### src/rtl/rx_sleep_pkg.sv
package rx_sleep_pkg;
  localparam int unsigned ST_W = 3;

  typedef enum logic [ST_W-1:0] {
    ST_LISTEN     = 3'd0,
    ST_NOCLK      = 3'd1,
    ST_BUSY_NOCLK = 3'd2,
    ST_BUSY       = 3'd3,
    ST_ACK        = 3'd4
  } rx_state_e;
endpackage

### src/rtl/sleep_gate_timer.sv
module sleep_gate_timer #(
  parameter int unsigned GATE_DLY = 35
) (
  input  logic clk_i,
  input  logic rst_ni,
  input  logic sleep_i,
  input  logic arm_en_i,
  input  logic cancel_i,
  output logic expire_o
);
  localparam int unsigned CW = $clog2(GATE_DLY + 1);
  localparam logic [CW-1:0] LOAD = CW'(GATE_DLY - 1);

  logic          prev_q;
  logic          armed_q;
  logic [CW-1:0] cnt_q;
  logic          rise;

  assign rise     = sleep_i & ~prev_q;
  assign expire_o = armed_q & sleep_i & (cnt_q == '0);

  always_ff @(posedge clk_i or negedge rst_ni) begin
    if (!rst_ni) begin
      prev_q  <= 1'b0;
      armed_q <= 1'b0;
      cnt_q   <= '0;
    end else begin
      prev_q <= sleep_i;
      if (!arm_en_i || cancel_i || !sleep_i || expire_o) begin
        armed_q <= 1'b0;
      end else if (rise) begin
        armed_q <= 1'b1;
        cnt_q   <= LOAD;
      end else if (armed_q) begin
        cnt_q <= cnt_q - 1'b1;
      end
    end
  end

  a_r3_cancel_on_fall: assert property (@(posedge clk_i) disable iff (!rst_ni)
    armed_q && !sleep_i |=> !armed_q);
  a_r2_load_on_rise: assert property (@(posedge clk_i) disable iff (!rst_ni)
    rise && arm_en_i && !cancel_i |=> armed_q && cnt_q == LOAD);
  a_r2_count_down: assert property (@(posedge clk_i) disable iff (!rst_ni)
    armed_q && sleep_i && arm_en_i && !cancel_i && cnt_q != '0
      |=> armed_q && cnt_q == $past(cnt_q) - 1'b1);
  a_r11_cancel_on_sfd: assert property (@(posedge clk_i) disable iff (!rst_ni)
    cancel_i |=> !armed_q);
endmodule

### src/rtl/rx_sleep_fsm.sv
module rx_sleep_fsm
  import rx_sleep_pkg::*;
(
  input  logic            clk_i,
  input  logic            rst_ni,
  input  logic            sleep_i,
  input  logic            expire_i,
  input  logic            sfd_i,
  input  logic            addr_ok_i,
  input  logic            addr_fail_i,
  input  logic            crc_ok_i,
  input  logic            ack_req_i,
  input  logic            rx_done_i,
  input  logic            ack_done_i,
  output rx_state_e       state_o,
  output logic            clk_en_o,
  output logic            ack_tx_o,
  output logic            end_irq_o
);
  rx_state_e state_q, state_d;
  logic      clk_en_q, ack_q, irq_q;
  logic      ack_d, irq_d;

  always_comb begin
    state_d = state_q;
    ack_d   = 1'b0;
    irq_d   = 1'b0;
    unique case (state_q)
      ST_LISTEN: begin
        if (sfd_i)         state_d = ST_BUSY;
        else if (expire_i) state_d = ST_NOCLK;
      end
      ST_NOCLK: begin
        if (!sleep_i)   state_d = ST_LISTEN;
        else if (sfd_i) state_d = ST_BUSY_NOCLK;
      end
      ST_BUSY_NOCLK: begin
        if (addr_ok_i)        state_d = ST_BUSY;
        else if (addr_fail_i) state_d = ST_NOCLK;
      end
      ST_BUSY: begin
        if (rx_done_i) begin
          if (crc_ok_i && ack_req_i) begin
            state_d = ST_ACK;
            ack_d   = 1'b1;
          end else begin
            state_d = ST_LISTEN;
            irq_d   = 1'b1;
          end
        end
      end
      ST_ACK: begin
        if (ack_done_i) begin
          state_d = ST_LISTEN;
          irq_d   = 1'b1;
        end
      end
      default: state_d = ST_LISTEN;
    endcase
  end

  // clock enable registered from next state: changes only on an edge
  always_ff @(posedge clk_i or negedge rst_ni) begin
    if (!rst_ni) begin
      state_q  <= ST_LISTEN;
      clk_en_q <= 1'b1;
      ack_q    <= 1'b0;
      irq_q    <= 1'b0;
    end else begin
      state_q  <= state_d;
      clk_en_q <= !(state_d == ST_NOCLK || state_d == ST_BUSY_NOCLK);
      ack_q    <= ack_d;
      irq_q    <= irq_d;
    end
  end

  assign state_o   = state_q;
  assign clk_en_o  = clk_en_q;
  assign ack_tx_o  = ack_q;
  assign end_irq_o = irq_q;

  a_r2_gate_from_listen: assert property (@(posedge clk_i) disable iff (!rst_ni)
    $fell(clk_en_q) |-> $past(state_q) == ST_LISTEN && $past(expire_i));
  a_r6_restore_path: assert property (@(posedge clk_i) disable iff (!rst_ni)
    $rose(clk_en_q) |-> $past(state_q) == ST_NOCLK || $past(state_q) == ST_BUSY_NOCLK);
  a_r8_ack_cause: assert property (@(posedge clk_i) disable iff (!rst_ni)
    ack_q |-> $past(state_q) == ST_BUSY && $past(crc_ok_i) && $past(ack_req_i));
  a_r9_pulses_exclusive: assert property (@(posedge clk_i) disable iff (!rst_ni)
    $onehot0({ack_q, irq_q}));
  a_r7_no_irq_clockless: assert property (@(posedge clk_i) disable iff (!rst_ni)
    irq_q |-> clk_en_q && state_q == ST_LISTEN);
endmodule

### src/rtl/rx_sleep_clkgate.sv
module rx_sleep_clkgate
  import rx_sleep_pkg::*;
#(
  parameter int unsigned GATE_DLY = 35
) (
  input  logic            clk_i,
  input  logic            rst_ni,
  input  logic            sleep_req_i,
  input  logic            sfd_i,
  input  logic            addr_ok_i,
  input  logic            addr_fail_i,
  input  logic            crc_ok_i,
  input  logic            ack_req_i,
  input  logic            rx_done_i,
  input  logic            ack_done_i,
  output logic            clk_en_o,
  output logic            ack_tx_o,
  output logic            end_irq_o,
  output logic [ST_W-1:0] state_o
);
  rx_state_e state;
  logic      expire;
  logic      in_listen;

  assign in_listen = (state == ST_LISTEN);

  sleep_gate_timer #(.GATE_DLY(GATE_DLY)) u_timer (
    .clk_i    (clk_i),
    .rst_ni   (rst_ni),
    .sleep_i  (sleep_req_i),
    .arm_en_i (in_listen),
    .cancel_i (in_listen & sfd_i),
    .expire_o (expire)
  );

  rx_sleep_fsm u_fsm (
    .clk_i       (clk_i),
    .rst_ni      (rst_ni),
    .sleep_i     (sleep_req_i),
    .expire_i    (expire),
    .sfd_i       (sfd_i),
    .addr_ok_i   (addr_ok_i),
    .addr_fail_i (addr_fail_i),
    .crc_ok_i    (crc_ok_i),
    .ack_req_i   (ack_req_i),
    .rx_done_i   (rx_done_i),
    .ack_done_i  (ack_done_i),
    .state_o     (state),
    .clk_en_o    (clk_en_o),
    .ack_tx_o    (ack_tx_o),
    .end_irq_o   (end_irq_o)
  );

  assign state_o = state;
endmodule

### config.mk
export PLATFORM = sky130hd
export DESIGN_NAME = rx_sleep_clkgate
export DESIGN_NICKNAME = d
export VERILOG_FILES = /design/src/rtl/rx_sleep_pkg.sv /design/src/rtl/sleep_gate_timer.sv /design/src/rtl/rx_sleep_fsm.sv /design/src/rtl/rx_sleep_clkgate.sv
export SDC_FILE = /design/constraint.sdc
export NUM_CORES = 1
export LEC_CHECK = 0
export BUFFER_PORTS_ARGS = -buffer_cell sky130_fd_sc_hd__buf_4
export CAP_MARGIN = 20
export CORE_UTILIZATION = 57
export CTS_BUF_LIST = sky130_fd_sc_hd__clkbuf_2 sky130_fd_sc_hd__clkbuf_4 sky130_fd_sc_hd__clkbuf_8
export DETAILED_ROUTE_END_ITERATION = 10
export GPL_TIMING_DRIVEN = 0
export PLACE_DENSITY = 0.9
export SLEW_MARGIN = 25
export SYNTH_ARGS = -nofsm -noshare
export SYNTH_HDL_FRONTEND = slang
export SYNTH_HIERARCHICAL = 1
export SYNTH_SLANG_ARGS = --single-unit
### constraint.sdc
create_clock -name clk_i -period 2.4 [get_ports clk_i]
set_input_delay 0.48 -clock clk_i [delete_from_list [all_inputs] [get_ports clk_i]]
set_output_delay 0.48 -clock clk_i [all_outputs]
set_load 0.02 [all_outputs]
# --- Word level (Yosys, flattened, before mapping) ---
# Index checks and enable logic that the tools add are counted.
classes:
  eq_ne: 6
  n_bitwise: 6
  addsub: 1
  mux: 21
  reduce_logical: 13
ops:
  columns: ["cell", "count"]
  rows:
  - ["$mux W3", 9]
  - ["$pmux W3 S5", 1]
  - ["$mux W6", 2]
  - ["$eq A3 B2 Y1 const B", 3]
  - ["$mux W1", 8]
  - ["$eq A3 B1 Y1 const B", 2]
  - ["$logic_not A6 Y1", 1]
  - ["$sub A6 B1 Y6 const B", 1]
  - ["$and A1 B1 Y1", 4]
  - ["$logic_or A1 B1 Y1", 4]
  - ["$reduce_bool A2 Y1", 2]
  - ["$eq A3 B3 Y1 const B", 1]
  - ["$logic_not A1 Y1", 3]
  - ["$logic_not A3 Y1", 1]
  - ["$not A1 Y1", 2]
  - ["$pmux W1 S2", 1]
  - ["$reduce_and A2 Y1", 1]
  - ["$logic_and A1 B1 Y1", 1]
totals:
  elab_cells: 54
  out_inout_bits: 6
  input_bits: 10
  regBits: 14

# --- Depth between registers and ports, before layout ---
# Gate-level depths: netlist of run 1.
depth:
  depth_word: 8
  mapped_depth: 7
  mapped_depth_nobuf: 7

# --- By module ---
# The synthesis of run 1 kept the hierarchy.
modules_own_cells:
  columns: ["module", "seq_area_each_um2", "cells_each", "area_each_um2", "instances"]
  rows:
  - ["sleep_gate_timer", 200.2, 44, 435.4, 1]
  - ["rx_sleep_fsm", 151.4, 30, 307.8, 1]
  - ["rx_sleep_clkgate", 0.0, 2, 20.0, 1]

# --- Least setup slack after synthesis of run 1 ---
# No wires, ideal clock.
synth_path:
  kind: "flip-flop to flip-flop"
  startpoint: "reg u_fsm.state_q[1], in the netlist u_fsm/state_o[1]"
  endpoint: "reg u_timer.cnt_q[2]"
  path_buffers: 0
  path_stages_with_launch: 6
  synth_period_minus_slack_ps: 1694
  setup_time_ps: 82
  setup_slack_ps: 706
  required_ps: 2318
  arrival_ps: 1612
  path_cell_list: "dfrtp_1 > nor3_1 > nand3b_1 > a211oi_1 > a21oi_1 > a31oi_1"
synth_via:
  elab_chain_len: 7
  word_cells_on_any_way: 8
  classes_between: "bitwise (2); reduce/logical (6)"
synth_rtl:
  columns: ["element", "line", "text"]
  rows:
  - ["start, declared", "rx_sleep_fsm.sv:20", "rx_state_e state_q, state_d;"]
  - ["start signal, assigned", "rx_sleep_fsm.sv:70", "state_q <= state_d;"]
  - ["$logic_not A3 Y1 *", "rx_sleep_clkgate.sv:25", "assign in_listen = (state == ST_LISTEN);"]
  - ["net in_listen", "rx_sleep_clkgate.sv:23", "logic in_listen;"]
  - ["$and A1 B1 Y1 / $logic_not A1 Y1 (equally long branches)", "rx_sleep_clkgate.sv:32, sleep_gate_timer.sv:29", null]
  - ["$logic_or A1 B1 Y1 * (3 in a row)", "sleep_gate_timer.sv:29", "if (!arm_en_i || cancel_i || !sleep_i || expire_o) begin"]
  - ["$not A1 Y1 (no source line) *", null, null]
  - ["$reduce_and A2 Y1 (no source line) *", null, null]
  - ["end signal, assigned", "sleep_gate_timer.sv:35", "cnt_q <= cnt_q - 1'b1;"]
  - ["end, declared", "sleep_gate_timer.sv:16", "logic [CW-1:0] cnt_q;"]
# The timed path passes the listed nets; every way through them passes the cells marked *.
# A chain may end at the register's enable or synchronous reset.

# --- Worst setup path after layout of run 1 ---
# Same ends and word-level chain as after synthesis.

==> run summary, run 1 <==
For this design the static power due to leakage is 0.411 nW. The run gives 0.782 mV as the peak ir drop on the vdd network. The number of enable-type register cells in the synthesized netlist was 0. The kind of cell with the highest combined delay on the critical path was compound AO/OA/AOI/OAI gates.

At the end of routability-driven placement, the weighted congestion stood at 0.807. The post-synthesis cell type count is 35. Among all stages on the critical path, the largest delay is contributed by sky130_fd_sc_hd__a211oi_1. For the setup TNS after final layout, the log shows 0 ns. On the worst path, the slowest cell contributes a delay of 0.70 ns.

Total power for the finished layout comes to 1.02 mW. Relative slew slack: 0.479. The tools report the terminus of the critical flop-to-flop path as u_timer/cnt_q[2]. The tools report the total of cells resized after clock tree synthesis as 0. The number of iterations in the first detailed-routing pass was 4; the fmax was 495 MHz. Setup repair after global routing left no endpoint under its margin. For this run, the leading register cell type out of synthesis is sky130_fd_sc_hd__dfrtp_1.

The first global-routing pass estimated 2.72 mm of wire. Across all register-to-register paths, the minimum setup slack is 0.38 ns. After clock tree synthesis, the clock-pin slew on the worst setup and hold paths is 0.09 ns. The count of nets left with antenna violations once routing finished came out at 0. Worst-skew pair later-pin latency: 0.28 ns. After detailed routing, the number of vias per cell comes to 6.06.

The area share of the largest cell type after synthesis was 0.426; the number of antenna violations at the first check in global routing was 0. In the layout the commonest cells are 15 x sky130_fd_sc_hd__buf_4, 13 x sky130_fd_sc_hd__dfrtp_1, 6 x sky130_fd_sc_hd__nor2_1, 6 x sky130_fd_sc_hd__nand2_1, 5 x sky130_fd_sc_hd__inv_1. TritonCTS built the clock tree.

The tightest min-delay check is of the input port to async pin type. Measured along the y axis, the die boundary spans 38.6 um. The logs give 1490 um2 for the die outline area and 12 for the number of cell rows.

The endpoint class of the critical path is a flop. Of all nets on the critical path, the largest fanout is 13. Data on the critical path is required at its endpoint by 2.61 ns. Clock tree synthesis inserted a total of 3 buffers. After global routing the overflow that remains totals 0. The placeable core region was 1170 um2; the combined area of all synthesized cells was 763 um2.

The logs give 0.269 for the overall routing resource usage and 28 for the starting DRC count in detailed routing. Entering global routing, the biggest net connects 15 pins. After detailed routing, the number of remaining DRC violations is 0. Via count of the first global-routing pass: 652. From left edge to right edge, the die measures 38.6 um.

The HPWL after detailed placement is 1.17 mm, and the slew of the pin with the lowest slew margin is 0.777 ns. Start of the worst register-to-register path: u_fsm/state_o[1]. For this block, the routed nets add up to 1.58 mm of wire. The library cell used most frequently in the layout, excluding fill and tap cells, is sky130_fd_sc_hd__buf_4. The starting density of the core came out at 0.652. The worst register-to-register path has a depth of 5. The number of hold buffers added after CTS was 0. The run gives 2 as the clock tree buffer depth. Setup violations remaining at the end of the flow were counted as 0. Across the run, the number of max-cap violations was 0.

Sequential share of the synthesized area: 0.461. The net count of the finished layout is 108. The flow ran to the end, and the final reports show no timing, DRC or antenna violations. In the post-synthesis netlist, the biggest area contributors are sky130_fd_sc_hd__dfrtp_1 43%, sky130_fd_sc_hd__dfstp_2 3.4%, sky130_fd_sc_hd__ha_1 3.3%, sky130_fd_sc_hd__nand2_1 3.0%, sky130_fd_sc_hd__nor2_1 3.0%.

The post-synthesis area per instance was 10.0 um2; the area growth from synthesis to layout was 21.8%. The instance count of the mapped netlist was 76. Summed over all instances, the cell type with the most area after synthesis is sky130_fd_sc_hd__dfrtp_1. Counting every net in the synthesized netlist gives 88.

Hold is met by 0.0259 ns. For the worst setup path, the data arrival time is 2.23 ns. The logs give 0 for the final hold violation count and 14 for the clock sink count. The average wire per cell in the routed design is 14.5 um. The total of flip-flops plus latches after synthesis was 14; the count of pins on the block boundary was 16. The fraction of layout cells with a size suffix above 1 was 0.253.

Buffers added to address setup during post-CTS repair amount to 0. The antenna diode count is 0. The count of pins over their slew limit is 0, and the final worst-path cycle share is 0.841. Walking the worst path, the cells encountered are nor3_1, nand3b_1, a211oi_1, a21oi_1, a31oi_1.

The number of buffers and inverters on the critical path is 0. Power per cell area: 1090 nW/um2. The critical path is of the flop to flop type. For this block, the via count after detailed routing is 661. The async set or reset register ratio after synthesis is 1.00, and the clock skew after layout is 0.00245 ns.

The buffer cell driving the clock tree root was sky130_fd_sc_hd__clkbuf_4. The worst setup path is launched from a flop. For the fill cell instance count of the final layout, the log shows 86.

The tools report the number of levels in the clock H-tree as 1. Buffers placed on the I/O ports in this run total 15. The minimum clock period after layout was 2.02 ns.

Yosys printed 6 warnings.
sequential cells by signal, summed over array words and instances, names as in the netlist:
signal	cells
u_fsm/state_o	3
u_fsm/end_irq_o	1
u_timer/prev_q	1
u_fsm/clk_en_o	1
u_fsm/ack_tx_o	1
u_timer/armed_q	1
u_timer/cnt_q	6
how the worst max path moves through the flow:
stage	startpoint	end	slack, ns	cells past startpoint
6_report	u_fsm/state_o[1]	u_timer/cnt_q[2]	0.38	5
5_1_grt	u_fsm/state_o[1]	u_timer/cnt_q[2]	0.24	5
4_1_cts	u_fsm/state_o[1]	u_timer/cnt_q[2]	0.44	5
3_5_place_dp	sfd_i	u_timer/cnt_q[2]	0.35	6
3_3_place_gp	sfd_i	u_timer/cnt_q[2]	0.41	6
2_1_floorplan	u_fsm/state_o[1]	u_timer/cnt_q[2]	0.71	5
power breakdown:
part	total (mW)	leakage, nW	internal [mW]	switching (mW)
registers	0.428	0.178	0.314	0.114
clock network	0.173	0.0210	0.0923	0.0810
logic	0.415	0.212	0.205	0.210
total	1.02	0.411	0.612	0.405
final cells by class:
| class | instances | area (um2) | area share |
|---|---|---|---|
| flip-flops and latches | 14 | 352 | 0.378 |
| clock buffers | 4 | 36.3 | 0.0390 |
| inverters | 5 | 18.8 | 0.0202 |
| multi-input cells | 57 | 393 | 0.423 |
| well taps | 14 | 17.5 | 0.0188 |
| repair buffers | 15 | 113 | 0.121 |
metal layers:
layer / global-route usage / vias up / part of all wire
li1: - / 325 / -
met5: 0 / - / 0
met4: 0.103 / 0 / 0
met3: 0.0520 / 0 / 0.040
met2: 0.442 / 21 / 0.50
met1: 0.347 / 315 / 0.46
through the flow:
| step | cell area [um2] | cells | worst slack (ns) | utilization |
|---|---|---|---|---|
| global placement | 893 | 105 | 0.408 | 0.763 |
| global route | 930 | 109 | 0.236 | 0.794 |
| CTS | 930 | 109 | 0.445 | 0.794 |
| finish | 930 | 109 | 0.381 | 0.794 |
| floorplan | 763 | 76 | 0.706 | - |
| detailed placement | 893 | 105 | 0.355 | 0.763 |
kinds of logic after synthesis:
family / after synthesis / synth area share
compound gates: 20 / 0.198
buf+inv: 5 / 0.0246
simple gates: 34 / 0.272
xor+xnor: 1 / 0.0115
fa+ha+maj: 2 / 0.0328
flops: 14 / 0.461
synth_stat cells (2+ instances only):
cell type	number
sky130_fd_sc_hd__nand2b_1	2
sky130_fd_sc_hd__dfrtp_1	13
sky130_fd_sc_hd__inv_1	5
sky130_fd_sc_hd__nor3_1	2
sky130_fd_sc_hd__o2bb2ai_1	2
sky130_fd_sc_hd__nor4_1	2
sky130_fd_sc_hd__nand2_1	6
sky130_fd_sc_hd__ha_1	2
sky130_fd_sc_hd__a21oi_1	3
sky130_fd_sc_hd__o21ai_0	4
sky130_fd_sc_hd__nor2_1	6
sky130_fd_sc_hd__nor2b_1	3
sky130_fd_sc_hd__a2bb2oi_1	2
sky130_fd_sc_hd__or3_1	2
sky130_fd_sc_hd__nand3b_1	2
(Power assumes the default switching activity.)
==> inputs of run 2 (changes only) <==
--- a/config.mk
+++ b/config.mk
@@ -5,13 +5,14 @@
 export SDC_FILE = /design/constraint.sdc
 export NUM_CORES = 1
 export LEC_CHECK = 0
+export ABC_AREA = 1
 export BUFFER_PORTS_ARGS = -buffer_cell sky130_fd_sc_hd__buf_4
 export CAP_MARGIN = 20
 export CORE_UTILIZATION = 57
 export CTS_BUF_LIST = sky130_fd_sc_hd__clkbuf_2 sky130_fd_sc_hd__clkbuf_4 sky130_fd_sc_hd__clkbuf_8
 export DETAILED_ROUTE_END_ITERATION = 10
 export GPL_TIMING_DRIVEN = 0
-export PLACE_DENSITY = 0.9
+export PLACE_DENSITY = 0.88
 export SLEW_MARGIN = 25
 export SYNTH_ARGS = -nofsm -noshare
 export SYNTH_HDL_FRONTEND = slang
==> constraint.sdc (replaced) <==
create_clock -name clk_i -period 1.9 [get_ports clk_i]
set_input_delay 0.38 -clock clk_i [delete_from_list [all_inputs] [get_ports clk_i]]
set_output_delay 0.38 -clock clk_i [all_outputs]
set_load 0.02 [all_outputs]
==> run 2 against run 1 <==
Clock skew rose by 0.0014 ns. Clock-buffer cell count is the same. Setup slack worse by 0.050 ns. Combinational power up 110%. Total power rose by 57%. Global-route usage shrank 4.2 points. Synthesized cell count increased by 80%. Largest cell class unchanged.
==> run summary, run 2 <==
The logs give 0.658 nW (+60%) for the leakage power total and 1090 um2 (+22%) for the area after detailed placement. The overall overflow remaining after global route was 0 (unchanged). The average wire per cell in the routed design was 10.1 um (-31%).

The fraction of layout cells with a size suffix above 1 works out to 0.293 (+0.0404). The path length in cells of the critical path came out at 13 (+8). The worst-skew pair later-pin latency is 0.28 ns (about the same), and the clock skew after layout is 0.00382 ns (+0.00137 ns). Clock tree buffer depth: 2 (unchanged). Placeable core region: 1540 um2 (+32%). The starting density of the core is 0.621 (-0.0308). The dominant cell by count in the synthesized netlist was sky130_fd_sc_hd__nand2_1.

The peak ir drop on the vdd network came out at 0.816 mV (+4.4%). For the total met2 wirelength after detailed routing, the log shows 897 um (+13%). Setup repair after global routing left no endpoint under its margin. The total of flip-flops plus latches after synthesis came out at 14 (unchanged). The worst hold path begins at sleep_req_i. The top fanout value on the critical path came out at 7 (-6).

The worst register-to-register path begins at u_timer/cnt_q[0]. The cell family contributing the most delay on the critical path is simple AND/OR/NAND/NOR gates. The slew of the pin with the lowest slew margin was 0.295 ns (-0.482 ns); the worst-case setup margin in the final layout was 0.331 ns (-0.0500 ns). Number of nets produced by synthesis: 149 (+69%). For the final hold violation count, the log shows 0 (unchanged).

Number of buffers inserted by port buffering: 15 (unchanged). The flip-flop count of the largest register, all copies and words added was 6 (unchanged); the clock sink count was 14 (unchanged). The number of instances on the worst hold path was 1; the wire length the detailed router placed on met1 was 762 um (+5.5%).

The combined area of all synthesized cells is 957 um2 (+25%), and the setup TNS after final layout is 0 ns (unchanged). The area share of the largest cell type after synthesis was 0.340 (-0.0864); the overall routing resource usage was 0.227 (-0.0424). The type of the most critical hold path was input port to flop. Data required time at the worst endpoint: 2.12 ns (-0.49 ns). Fill cell instance count of the final layout: 124 (+44%).

The buffers plus inverters on the worst setup path was 3 (+3). The post-synthesis area per instance was 6.99 um2 (-30%). The tools report the die outline area as 1850 um2 (+24%). Relative to the synthesized area, the layout overhead comes to 18.7%.

The largest total area in the synthesized netlist belongs to sky130_fd_sc_hd__dfrtp_1. The async set or reset register ratio after synthesis came out at 1.00 (unchanged). For the instance count of the mapped netlist, the log shows 137 (+80%). The length of routed met3 wiring was 49 um (-22%). The largest net degree at the start of global routing was 15 (unchanged); the antenna violation net count after detailed routing was 0 (unchanged). The smallest hold slack was 0.260 ns (+0.235 ns); the HPWL after detailed placement was 1.35 mm (+15%). Traced cell by cell, the critical path runs through inv_1, ha_1, nand2_1, nor2_1, nand3_2, inv_1, inv_1, a21oi_1, nor2_1, nor2_1, nand2_2, nand2_1, nand2_1. The tools report the antenna diode count as 0 (unchanged). The final instance area was 1140 um2 (+22%). The number of cell rows was 14 (+2); the fmax was 637 MHz (+29%).

The number of iterations in the first detailed-routing pass is 6 (+2). The number of enable-type register cells in the synthesized netlist is 0 (unchanged). TritonCTS built the clock tree.

The run gives 3.13 mm (+15%) as the global-route wire length before repair. Yosys attributes the largest share of cell area to sky130_fd_sc_hd__dfrtp_1 34%, sky130_fd_sc_hd__nand2_1 16%, sky130_fd_sc_hd__inv_1 7.5%, sky130_fd_sc_hd__nor2_1 7.5%, sky130_fd_sc_hd__nand2_2 5.2%. In this run the worst setup path begins at u_timer/cnt_q[0]. The class of the most critical setup path is flop to flop.

The tools report the number of remaining DRC errors as 0 (unchanged). The tools report the buffer cell driving the clock tree root as sky130_fd_sc_hd__clkbuf_4. The via count of the first global-routing pass was 780 (+20%); the post-layout net count was 170 (+57%).

The number of max-capacitance violations reported came out at 0 (unchanged). STA classifies the critical path endpoint as a flop. The maximum cell stage delay along the critical path is 0.39 ns (-0.31 ns). In this run the top signal layer used is met4. The routability congestion estimate from global placement was 0.840 (+4.1%).

The floorplan die height works out to 43.0 um (+11%). Relative slew slack: 0.803 (+0.324). The average via count per standard cell came out at 5.01 (-17%).

The tools report the total of warnings raised by yosys as 6 (unchanged). The tools report the routed via count as 866 (+31%). The cell at the slowest stage of the critical path was sky130_fd_sc_hd__dfrtp_1. The final worst-path cycle share works out to 0.826 (-0.0155). The tools report the sequential share of the synthesized area as 0.367 (-0.0933). The worst setup path is launched from a flop. Counting flops per register, the top entry is u_timer/cnt_q.

The count of pins over their slew limit came out at 0 (unchanged). The CTS buffer count is 3 (unchanged). In the layout the commonest cells are 41 x sky130_fd_sc_hd__nand2_1, 19 x sky130_fd_sc_hd__nor2_1, 19 x sky130_fd_sc_hd__inv_1. The number of cells on the worst reg-to-reg path is 13 (+8). The x dimension of the die was 43.0 um (+11%); the number of levels in the clock H-tree was 1 (unchanged). The leading cell type in the layout, fill and taps excluded is sky130_fd_sc_hd__nand2_1. The setup-violating endpoint count in the final report was 0 (unchanged); the worst slack at placement was 0.347 ns (-0.00753 ns).

Sorting the synthesized cells by how often they occur yields 41 x sky130_fd_sc_hd__nand2_1, 19 x sky130_fd_sc_hd__inv_1, 19 x sky130_fd_sc_hd__nor2_1, 13 x sky130_fd_sc_hd__dfrtp_1, 8 x sky130_fd_sc_hd__nand2_2. The top flip-flop cell by instance count after synthesis was sky130_fd_sc_hd__dfrtp_1. The minimum clock period after layout was 1.57 ns (-0.450 ns); the starting DRC count in detailed routing was 16 (-43%).

Register clock-pin slew on the reported worst setup and hold paths: 0.09 ns (about the same). The critical path data arrival time came out at 1.79 ns (-0.44 ns). The power per cell area works out to 1410 nW/um2 (+29%). The count of pins on the block boundary was 16 (unchanged); the total of cells resized after clock tree synthesis was 0 (unchanged). Number of antenna violations at the first check in global routing: 0 (unchanged). The flow ran to the end, and the final reports show no timing, DRC or antenna violations. The post-synthesis cell type count is 21 (-40%), and the total wirelength of the detailed-routed design is 1.74 mm (+10%).
run 2: cell count changes in the layout (fill, tap and decap cells not counted), sizes merged, moves of 3 or more:
cell   previous run  this run
nor2b             3         0
nor3              3         0
nor2              6        24
nand3             0         9
inv               5        23
nand2             6        49
run 2: logic make-up after synthesis:
family                     synth area share
xor gates and xnor gates            0.00915
adders and majority gates            0.0261
and+or+nand+nor                       0.420
AOI/OAI and AO/OA                    0.0562
DFF                                   0.367
buffers and inverters                 0.122
run 2: path summary, 6_finish.rpt:
| check | endpoint | slack (ns) |
|---|---|---|
| max | u_fsm/clk_en_o | 0.33 |
| max in group asynchronous | u_fsm/clk_en_o | 1.18 |
| min | u_timer/prev_q | 0.26 |
| min in group asynchronous | u_timer/armed_q | 0.48 |
| max reg2reg | u_fsm/clk_en_o | 0.33 |
| min reg2reg | u_timer/cnt_q[0] | 0.49 |
run 2: metal layers:
metal / track usage / vias to the layer above
li1: - / 449
met3: 0.0255 / 4
met1: 0.271 / 393
met2: 0.400 / 20
met5: 0 / -
met4: 0.109 / 0
run 2: area by class of cell:
type	instances	area, um2	area share
tap	16	20.0	0.0176
inverter	24	90.1	0.0793
timing repair buffer	16	123	0.108
sequential	14	352	0.309
clock buffer	4	36.3	0.0319
buffer	2	26.3	0.0231
multi-input combinational	97	489	0.431
run 2: worst reg2reg max path: stages, from the launching register on:
cell and delay [ns]:
sky130_fd_sc_hd__dfrtp_1 0.39, sky130_fd_sc_hd__inv_1 0.16, sky130_fd_sc_hd__ha_1 0.18, sky130_fd_sc_hd__nand2_1 0.05, sky130_fd_sc_hd__nor2_1 0.11, sky130_fd_sc_hd__nand3_2 0.09
sky130_fd_sc_hd__inv_1 0.06, sky130_fd_sc_hd__inv_1 0.05, sky130_fd_sc_hd__a21oi_1 0.12, sky130_fd_sc_hd__nor2_1 0.05, sky130_fd_sc_hd__nor2_1 0.10, sky130_fd_sc_hd__nand2_2 0.06
sky130_fd_sc_hd__nand2_1 0.05, sky130_fd_sc_hd__nand2_1 0.04
run 2: stage by stage:
step,util,power [mW],cells
finish,0.737,1.60,173
detailed placement,0.707,1.38,168
global placement,0.707,1.35,168
CTS,0.737,1.61,173
floorplan,-,1.18,137
global route,0.737,1.77,173
run 2: report_power, final:
part	internal, mW	switching, mW	total, mW
Combinational	0.353	0.521	0.874
Sequential	0.405	0.106	0.511
Clock	0.117	0.0988	0.215
Total	0.874	0.726	1.60
run 2: what timing repair did:
action	in CTS	in global routing
hold endpoints to repair	13	0
setup buffers	0	0
hold buffers	1	0
==> inputs of run 3 (changes only) <==
--- a/config.mk
+++ b/config.mk
@@ -5,14 +5,14 @@
 export SDC_FILE = /design/constraint.sdc
 export NUM_CORES = 1
 export LEC_CHECK = 0
-export ABC_AREA = 1
+export ABC_AREA = 0
 export BUFFER_PORTS_ARGS = -buffer_cell sky130_fd_sc_hd__buf_4
 export CAP_MARGIN = 20
-export CORE_UTILIZATION = 57
+export CORE_UTILIZATION = 49
 export CTS_BUF_LIST = sky130_fd_sc_hd__clkbuf_2 sky130_fd_sc_hd__clkbuf_4 sky130_fd_sc_hd__clkbuf_8
 export DETAILED_ROUTE_END_ITERATION = 10
 export GPL_TIMING_DRIVEN = 0
-export PLACE_DENSITY = 0.88
+export PLACE_DENSITY = 0.83
 export SLEW_MARGIN = 25
 export SYNTH_ARGS = -nofsm -noshare
 export SYNTH_HDL_FRONTEND = slang
==> constraint.sdc (replaced) <==
create_clock -name clk_i -period 1.4 [get_ports clk_i]
set_input_delay 0.28 -clock clk_i [delete_from_list [all_inputs] [get_ports clk_i]]
set_output_delay 0.28 -clock clk_i [all_outputs]
set_load 0.02 [all_outputs]
==> run 3 against run 2 <==
The flow now finishes with violations (negative setup slack). Cell area up 1.1%. Via count fell by 12%. Worst hold slack got worse by 0.10 ns. Cell count shrank 28%. Utilization rose by 10 points. Combinational power is 50% higher. Clock skew shrank 0.0013 ns. Die area down 6.9%. Sequential share of layout area grew 0.21 points. Wire length increased by 22%. Clock-buffer cell count stayed put. Sequential power up 40%. Highest routed layer unchanged.
==> run summary, run 3 (synthesized netlist as in run 1, its figures left out) <==
The run finished, with violations left. The checks that failed: negative setup slack. The worst hold path terminates at u_timer/prev_q. The internal reg-to-reg setup slack is -0.34 ns (-0.67 ns). The tools report the count of pins over their slew limit as 0 (unchanged). The average wire per cell in the routed design was 17.0 um (+69%); the part of the total power dissipated in combinational logic was 0.564 (+0.018). Leakage power total: 0.488 nW (-26%). The minimum clock period after layout works out to 1.74 ns (+0.166 ns). The number of max-capacitance violations reported was 0 (unchanged); the final hold violation count was 0 (unchanged).

The tools report the largest net degree at the start of global routing as 15 (unchanged). The tools report the starting density of the core as 0.559 (-0.0623). For the antenna violation net count after detailed routing, the log shows 0 (unchanged).

The tools report the worst-skew pair later-pin latency as 0.29 ns (about the same). The library cell used most frequently in the layout, excluding fill and tap cells, is sky130_fd_sc_hd__buf_4. Flip-flop count of the largest register, all copies and words added: 6 (unchanged). The worst setup path is launched from a flop. The number of buffers inserted by port buffering was 15 (unchanged). The logs give 0 (unchanged) for the overall overflow remaining after global route and 4 (-2) for the number of iterations in the first detailed-routing pass. The number of cell rows is 13 (-1).

The final worst-path cycle share works out to 1.24 (+0.413). The CTS buffer count is 3 (unchanged), and the fraction of layout cells with a size suffix above 1 is 0.509 (+0.216). The clock network fraction of total power is 0.130 (-0.005), and the placeable core region is 1370 um2 (-11%). The worst setup path is captured at a flop.

The run gives 1 (unchanged) as the number of levels in the clock H-tree. The smallest hold slack is 0.157 ns (-0.104 ns). The logs give 74 (-40%) for the fill cell instance count of the final layout and 0 (unchanged) for the number of remaining DRC errors.

The number of instances on the worst hold path is 1 (unchanged). The setup-violating endpoint count in the final report is 9 (+9), and the fmax is 576 MHz (-9.6%). The run gives 0.724 (-0.0795) as the relative slew slack. The tree is rooted in a sky130_fd_sc_hd__clkbuf_4. The via count of the first global-routing pass is 828 (+6.2%), and the top fanout value on the critical path is 4 (-3). The slew of the pin with the lowest slew margin is 0.411 ns (+0.116 ns), and the x dimension of the die is 41.5 um (-3.5%).

The register clock-pin slew on the reported worst setup and hold paths came out at 0.09 ns (about the same). Leaving out fill and tap cells, the most frequent cells in the layout are 28 x sky130_fd_sc_hd__buf_4, 8 x sky130_fd_sc_hd__dfrtp_1, 6 x sky130_fd_sc_hd__nor2_1, 6 x sky130_fd_sc_hd__nand2_1, 5 x sky130_fd_sc_hd__dfrtp_2. The type of the most critical hold path was input port to flop.

The number of antenna violations at the first check in global routing was 0 (unchanged). The routed via count was 764 (-12%); the floorplan die height was 41.5 um (-3.5%). The endpoint identified for the worst register-to-register timing path is u_timer/cnt_q[5]. The count of pins on the block boundary was 16 (unchanged); the critical path data arrival time was 1.91 ns (+0.12 ns). The run gives 0.769 (-8.5%) as the routability congestion estimate from global placement. The global-route wire length before repair came out at 3.53 mm (+13%). The buffers plus inverters on the worst setup path is 0 (-3). By startpoint and endpoint, the worst setup path is classified as flop to flop.

The maximum cell stage delay along the critical path was 0.46 ns (+0.07 ns). The run gives 2.13 mm (+22%) as the total wirelength of the detailed-routed design. The internal power summed over all cells was 1.41 mW (+61%). The average via count per standard cell is 6.11 (+22%). The tools report the data required time at the worst endpoint as 1.57 ns (-0.55 ns). The overall routing resource usage is 0.273 (+0.0461).

The run gives 18 (+2) as the starting DRC count in detailed routing. TritonCTS built the clock tree. The clock tree buffer depth is 2 (unchanged), and the final instance area is 1150 um2 (+1.1%).

The slowest stage of the critical path is the sky130_fd_sc_hd__dfrtp_2 cell. The tools report the antenna diode count as 0 (unchanged). The area growth from synthesis to layout was 50.5%. The number of cells on the worst reg-to-reg path works out to 4 (-9). The signal on the critical path passes through or3_4, or4_4, o41ai_4, a2bb2oi_1. Setup repair after global routing could not meet its margin everywhere. Clock sink count: 14 (unchanged). The register share of total power came out at 0.306 (-0.013). The tools report the worst hold path startpoint as sleep_req_i. The switching portion of total power was 0.398 (-0.0562). The HPWL after detailed placement was 1.18 mm (-12%); the power per cell area was 2030 nW/um2 (+44%). Grouping stages by cell kind, the critical path spends the most delay in simple AND/OR/NAND/NOR gates.

The run gives 910 um2 (-17%) as the area after detailed placement. The start of the worst register-to-register path was u_timer/cnt_q[3]. The logs give 1720 um2 (-6.9%) for the die outline area and 2.33 mW (+46%) for the total power consumption of the routed design. The worst-case setup margin in the final layout is -0.335 ns (-0.666 ns).

The net load switching power is 0.927 mW (+28%). Counting flops per register, the top entry is u_timer/cnt_q. The logs give 123 (-28%) for the post-layout net count and 1.34 mV (+64%) for the peak ir drop on the vdd network. The clock skew after layout is 0.00253 ns (-0.00129 ns).
## run 3: per-stage QoR
step | util | worst slack (ns) | std cells | setup TNS (ns)
after global routing | 0.841 | -0.356 | 125 | -2.05
after detailed placement | 0.666 | -0.329 | 106 | -2.46
after floorplan | - | -0.202 | 76 | -0.991
after global placement | 0.666 | -0.275 | 106 | -2.22
after CTS | 0.803 | -0.268 | 124 | -1.32
final | 0.841 | -0.335 | 125 | -1.70
## run 3: repair_timing
action / 4_1_cts / 5_1_grt
resized for setup: 13 / 8
endpoints found under the setup margin: 9 / 9
buffers inserted: 13 / 1
hold buffers: 1 / 0
endpoints found under the hold margin: 13 / 0
pin swaps: 2 / 3
## run 3: worst max-delay path by stage
stage | from | endpoint | slack (ns) | depth (start not counted)
final | u_timer/cnt_q[3] | u_timer/cnt_q[5] | -0.34 | 4
after global routing | u_timer/cnt_q[3] | u_timer/cnt_q[5] | -0.36 | 4
after CTS | u_timer/cnt_q[3] | u_timer/cnt_q[5] | -0.27 | 4
after detailed placement | u_timer/cnt_q[0] | u_fsm/state_o[0] | -0.33 | 7
after global placement | u_timer/cnt_q[0] | u_timer/cnt_q[2] | -0.28 | 6
after floorplan | u_timer/cnt_q[0] | u_fsm/state_o[0] | -0.20 | 7
## run 3: area by class of cell
class | count | area, um2 | share of cell area
clock buffers | 4 | 36.3 | 0.0316
inverters | 5 | 18.8 | 0.0163
multi-input cells | 57 | 485 | 0.423
flip-flops and latches | 14 | 358 | 0.312
well taps | 15 | 18.8 | 0.0163
repair buffers | 30 | 231 | 0.202
## run 3: layer usage
metal	wire length, um	up-vias	track usage
met5	0	-	0
met4	55	0	0.206
met3	89	6	0.0609
met2	1070	33	0.434
met1	916	374	0.317
li1	-	351	-
## run 3: worst reg2reg max path, cell delays in order (launching register included)
cell and delay, ns:
sky130_fd_sc_hd__dfrtp_2 0.46, sky130_fd_sc_hd__or3_4 0.41, sky130_fd_sc_hd__or4_4 0.43, sky130_fd_sc_hd__o41ai_4 0.22
sky130_fd_sc_hd__a2bb2oi_1 0.10
## run 3: power groups by stage
stage / combinational [mW] / clock [mW] / sequential (mW)
2_1_floorplan: 0.464 / 0 / 0.763
3_3_place_gp: 0.690 / 0 / 0.732
3_5_place_dp: 0.714 / 0 / 0.747
4_1_cts: 1.10 / 0.300 / 0.675
5_1_grt: 1.42 / 0.324 / 0.722
6_report: 1.31 / 0.304 / 0.714
